==> config.mk <==
export PLATFORM = sky130hd
export DESIGN_NAME = codec_serial_port
export DESIGN_NICKNAME = d
export VERILOG_FILES = /design/src/rtl/codec_serial_port.sv
export SDC_FILE = /design/constraint.sdc
export NUM_CORES = 1
export LEC_CHECK = 0
export CORE_MARGIN = 2
export CORE_UTILIZATION = 54
export CTS_CLUSTER_DIAMETER = 100
export DETAILED_ROUTE_END_ITERATION = 10
export PLACE_DENSITY = 0.84
export SLEW_MARGIN = 0
export SYNTH_ARGS = -nofsm -noshare
export SYNTH_HDL_FRONTEND = slang
export SYNTH_SLANG_ARGS = --single-unit
==> constraint.sdc <==
create_clock -name clk -period 3.6 [get_ports clk]
set_clock_uncertainty 0.05 [all_clocks]
set_input_delay 0.36 -clock clk [delete_from_list [all_inputs] [get_ports clk]]
set_output_delay 0.36 -clock clk [all_outputs]
set_load 0.01 [all_outputs]
==> src/rtl/codec_serial_port.sv <==
module codec_serial_port #(
  parameter int ADC_W    = 14,
  parameter int DAC_W    = 14,
  parameter int MAX_BITS = 15,
  localparam int CW      = $clog2(MAX_BITS + 1)
) (
  input  logic             clk,
  input  logic             rst_n,
  input  logic             sync_i,
  input  logic             sdi_i,
  input  logic [ADC_W-1:0] adc_word_i,
  output logic             sdo_o,
  output logic             frame_strobe_o,
  output logic [DAC_W-1:0] dac_word_o,
  output logic [CW-1:0]    frame_len_o,
  output logic             dac_bit_o,
  output logic             dac_bit_vld_o
);

  localparam int DCW = $clog2(DAC_W + 1);
  localparam logic [CW-1:0]  CAP   = CW'(MAX_BITS);
  localparam logic [DCW-1:0] DFULL = DCW'(DAC_W);

  logic                      sync_q;
  logic                      started;
  logic [MAX_BITS-1:0]       acc;
  logic [CW-1:0]             cnt;
  logic [ADC_W-1:0]          tx_sh;
  logic [DAC_W-1:0]          dac_ser;
  logic [DCW-1:0]            dac_left;
  logic [MAX_BITS+DAC_W-1:0] wide;
  logic [DAC_W-1:0]          aligned;
  logic                      rise;

  assign rise    = sync_i & ~sync_q;
  assign wide    = {acc, {DAC_W{1'b0}}} >> cnt;
  assign aligned = wide[DAC_W-1:0];

  always_ff @(posedge clk or negedge rst_n) begin
    if (!rst_n) begin
      sync_q  <= 1'b0;
      started <= 1'b0;
      acc     <= '0;
      cnt     <= '0;
    end else begin
      sync_q <= sync_i;
      if (rise) begin
        started <= 1'b1;
        acc     <= {{(MAX_BITS-1){1'b0}}, sdi_i};
        cnt     <= CW'(1);
      end else if (started && cnt != CAP) begin
        acc <= {acc[MAX_BITS-2:0], sdi_i};
        cnt <= cnt + 1'b1;
      end
    end
  end

  always_ff @(posedge clk or negedge rst_n) begin
    if (!rst_n) begin
      frame_strobe_o <= 1'b0;
      dac_word_o     <= '0;
      frame_len_o    <= '0;
    end else begin
      frame_strobe_o <= rise;
      if (rise) begin
        dac_word_o  <= aligned;
        frame_len_o <= cnt;
      end
    end
  end

  always_ff @(posedge clk or negedge rst_n) begin
    if (!rst_n)    tx_sh <= '0;
    else if (rise) tx_sh <= adc_word_i;
    else           tx_sh <= {tx_sh[ADC_W-2:0], 1'b0};
  end

  always_ff @(negedge clk or negedge rst_n) begin
    if (!rst_n) sdo_o <= 1'b0;
    else        sdo_o <= tx_sh[ADC_W-1];
  end

  always_ff @(posedge clk or negedge rst_n) begin
    if (!rst_n) begin
      dac_ser  <= '0;
      dac_left <= '0;
    end else if (rise) begin
      dac_ser  <= aligned;
      dac_left <= DFULL;
    end else if (dac_left != '0) begin
      dac_ser  <= dac_ser >> 1;
      dac_left <= dac_left - 1'b1;
    end
  end

  assign dac_bit_o     = dac_ser[0];
  assign dac_bit_vld_o = (dac_left != '0);

  p_strobe_needs_sync_r2: assert property (@(posedge clk) disable iff (!rst_n)
    frame_strobe_o |-> $past(sync_i));
  p_strobe_single_r2: assert property (@(posedge clk) disable iff (!rst_n)
    frame_strobe_o |=> !frame_strobe_o);
  p_word_hold_r3: assert property (@(posedge clk) disable iff (!rst_n)
    !frame_strobe_o |-> $stable(dac_word_o));
  p_len_hold_r6: assert property (@(posedge clk) disable iff (!rst_n)
    !frame_strobe_o |-> $stable(frame_len_o));
  p_stream_first_r9: assert property (@(posedge clk) disable iff (!rst_n)
    frame_strobe_o |-> (dac_bit_vld_o && dac_bit_o == dac_word_o[0]));

endmodule

==> run summary <==
Run status: finished clean
Leak: 1.909 nW
Die area: 0.007172 mm²
Layout cell share with drive strength beyond 1: 10.15%
Drt via density: 5.626
1st-iter DRT viols: 150
Maximum vdd drop: 0.0004316 V
Die Wd: 84.69 µm
Input/output buffers: 39
Post-CTS setup buffers: 0
Final Worst Setup Slack: 0.1326 ns
Place WS: 0.4940 ns
Final Util: 65.74%
Hold WS: 0.2585 ns
Synth async-reset ratio: 100.0%
Starting Density: 55.69%
Syn Inst Count: 356
Max-slew headroom: 42.00%
Power, Total: 2.603 mW
Clock Pin Slew Worst Setup and Hold Paths: 0.07 ns
Total GRT Usage: 21.97%
CTS tree: yes
Core Area: 0.006314 mm²
Post-DRT Antenna Nets: 0
Final GP Congestion: 0.8927
Hpwl dp: 4848 µm
Gr ovfl total: 0
Final Non-Filler Cells: 471
CTS Buf Count: 9
Kind of critical path: flop to output port
Initial antenna violation count: 0
Synthesis Warnings: 0
Critical path required time: 3.19 ns
Mapped Nets: 377
Root buffer cell: clkbuf_8
# rows: 29
Number of flops mapped to enable cells by yosys: 0
Slowest stage cell, crit path: clkdlybuf4s50_1
First drt pass iteration count: 4
Crit-path max cell delay: 0.53 ns
Post-synthesis cell type count: 52
Max-cap check violation count: 0
Critical path cell sequence: clkdlybuf4s50_1
Total negative setup slack: 0 ns
Clk sinks: 73
Routed vias: 2650
Post_cts resized: 0
RSZ-0062 raised after global routing: false
Pwr dens: 627.1 mW/mm²
Die height: 84.69 µm
Ports: 40
Post-route cell area: 0.004150 mm²
Vias in the first global route: 2596
Fill count: 506
First-pass GRT wire length: 12310 µm
Sequential area share after synthesis: 51.96%
Synth-to-Final Area Change: 18.04%
Placed cell area: 0.003923 mm²
Largest delay share family, worst path: buffers and inverters
#FFs+latches synth: 73
Critical path fanouts, max: 1
Worst Hold Class: input pin to async pin
Pins Over Slew Limit: 0
Netlist Area Pre-Place: 0.003516 mm²
CP Data Arrival Time: 3.06 ns
Post-Route WL: 7163 µm
Worst Setup Start Kind: flop
Buf+Inv Stages, Crit Path: 1
CTS Buffer Depth: 2
Post-Place Cells: 455
Final hold vios: 0
Worst skew pair latency: 0.36 ns
H-tree depth: 3
Pin count of the biggest net entering global routing: 73
CP Capture Type: output port
Antenna cells: 0
Slew @ Worst Pin: 0.8700 ns
Routed len/inst: 15.21 µm
Syn Area/Cell: 9.876 µm²
CTS Hold Bufs: 0
DRC: 0
Final setup viols: 0
Synth Flop Type: dfrtp_1
Nets: 410
[flip-flops by register name (all words and copies together) (netlist names)]
name and cells:
started 1, dac_word_o 14, acc 15, cnt 4
dac_ser 14, dac_left 4, sdo_o 1, frame_strobe_o 1
sync_q 1, frame_len_o 4, tx_sh 14
[synth_stat cells, drive strengths merged, types with 2 or more instances]
library cell / count / area, µm²
dfrtp: 72 / 1802
xnor2: 2 / 17.52
inv: 5 / 18.77
mux2i: 17 / 170.2
nand2: 96 / 360.4
ha: 3 / 37.54
clkinv: 2 / 7.510
o211ai: 4 / 35.03
mux2: 5 / 56.30
o21a: 2 / 15.01
nor2: 14 / 52.55
nor3b: 2 / 15.01
nand2b: 3 / 18.77
a21boi: 2 / 15.02
a31oi: 3 / 18.77
a22oi: 3 / 27.52
a21o: 2 / 15.01
buf: 9 / 75.07
and2: 3 / 18.77
mux4: 7 / 161.4
xor2: 2 / 17.52
o21ai: 15 / 78.83
a21oi: 21 / 105.1
nor3: 5 / 25.02
clkbuf: 15 / 57.55
nand3: 22 / 110.1
nand4: 2 / 12.51
nor2b: 3 / 18.77
[final timing paths]
kind                            from             end  slack [ns]  depth (start not counted)
setup reg to reg           tx_sh[13]           sdo_o        1.22                          0
setup / recovery               sdo_o           sdo_o        0.13                          1
hold / removal                 rst_n  dac_word_o[12]        0.26                          2
max in group asynchronous      rst_n           sdo_o        1.89                          1
min in group clk            tx_sh[1]        tx_sh[2]        0.40                          2
hold reg to reg             tx_sh[1]        tx_sh[2]        0.40                          2
[kinds of logic (layout without fill, tap and decap cells)]
group,Yosys count,in the layout,synth area share [%]
AO/OA/AOI/OAI,61,61,11.32
XOR/XNOR,4,4,0.9966
adder cells (fa/ha/maj),3,3,1.068
buffers and inverters,31,69,4.520
flip-flops,73,73,51.96
multiplexers,29,29,11.03
AND/OR/NAND/NOR,155,155,19.11
[metal layers]
metal / part of all wire, % / wire [µm] / vias to the layer above / global-route usage (%)
met3: 4.1 / 294 / 17 / 5.408
met2: 48 / 3459 / 52 / 33.79
met5: 0 / 0 / - / 0
met4: 3.1 / 221 / 0 / 11.40
li1: - / - / 1284 / -
met1: 45 / 3188 / 1297 / 29.07
[final cells by class]
type,count,area (µm²),area share [%]
Clock buffer,10,137.6,3.316
Multi-Input combinational cell,252,1535,36.99
Timing Repair Buffer,46,437.9,10.55
Sequential cell,73,1827,44.02
Tap cell,77,96.34,2.321
Clock inverter,6,90.09,2.171
Inverter,7,26.28,0.6331
[power by group]
part	leakage (nW)	internal (mW)	switching, mW
clock network	0.113	0.411	0.318
registers	0.935	0.986	0.162
logic	0.861	0.369	0.357
[cells in the final DEF (no fill, tap or decap), types with 2 or more instances in the layout]
master            n
dfrtp_1          72
o21a_1            2
a31oi_1           3
clkinv_1          2
nand2_1          96
buf_4             7
bufinv_16         2
inv_1             5
nand3_1          22
nor2b_1           3
o21ai_0          14
mux2_2            5
mux4_2            6
nand2b_1          3
a21oi_1          21
nand4_1           2
o211ai_1          3
xnor2_1           2
a21o_1            2
a22oi_1           2
nor3_1            5
and2_1            3
mux2i_1          17
clkbuf_8         10
nor2_1           14
clkdlybuf4s50_1  38
xor2_1            2
ha_1              3
(Power assumes the default switching activity.)
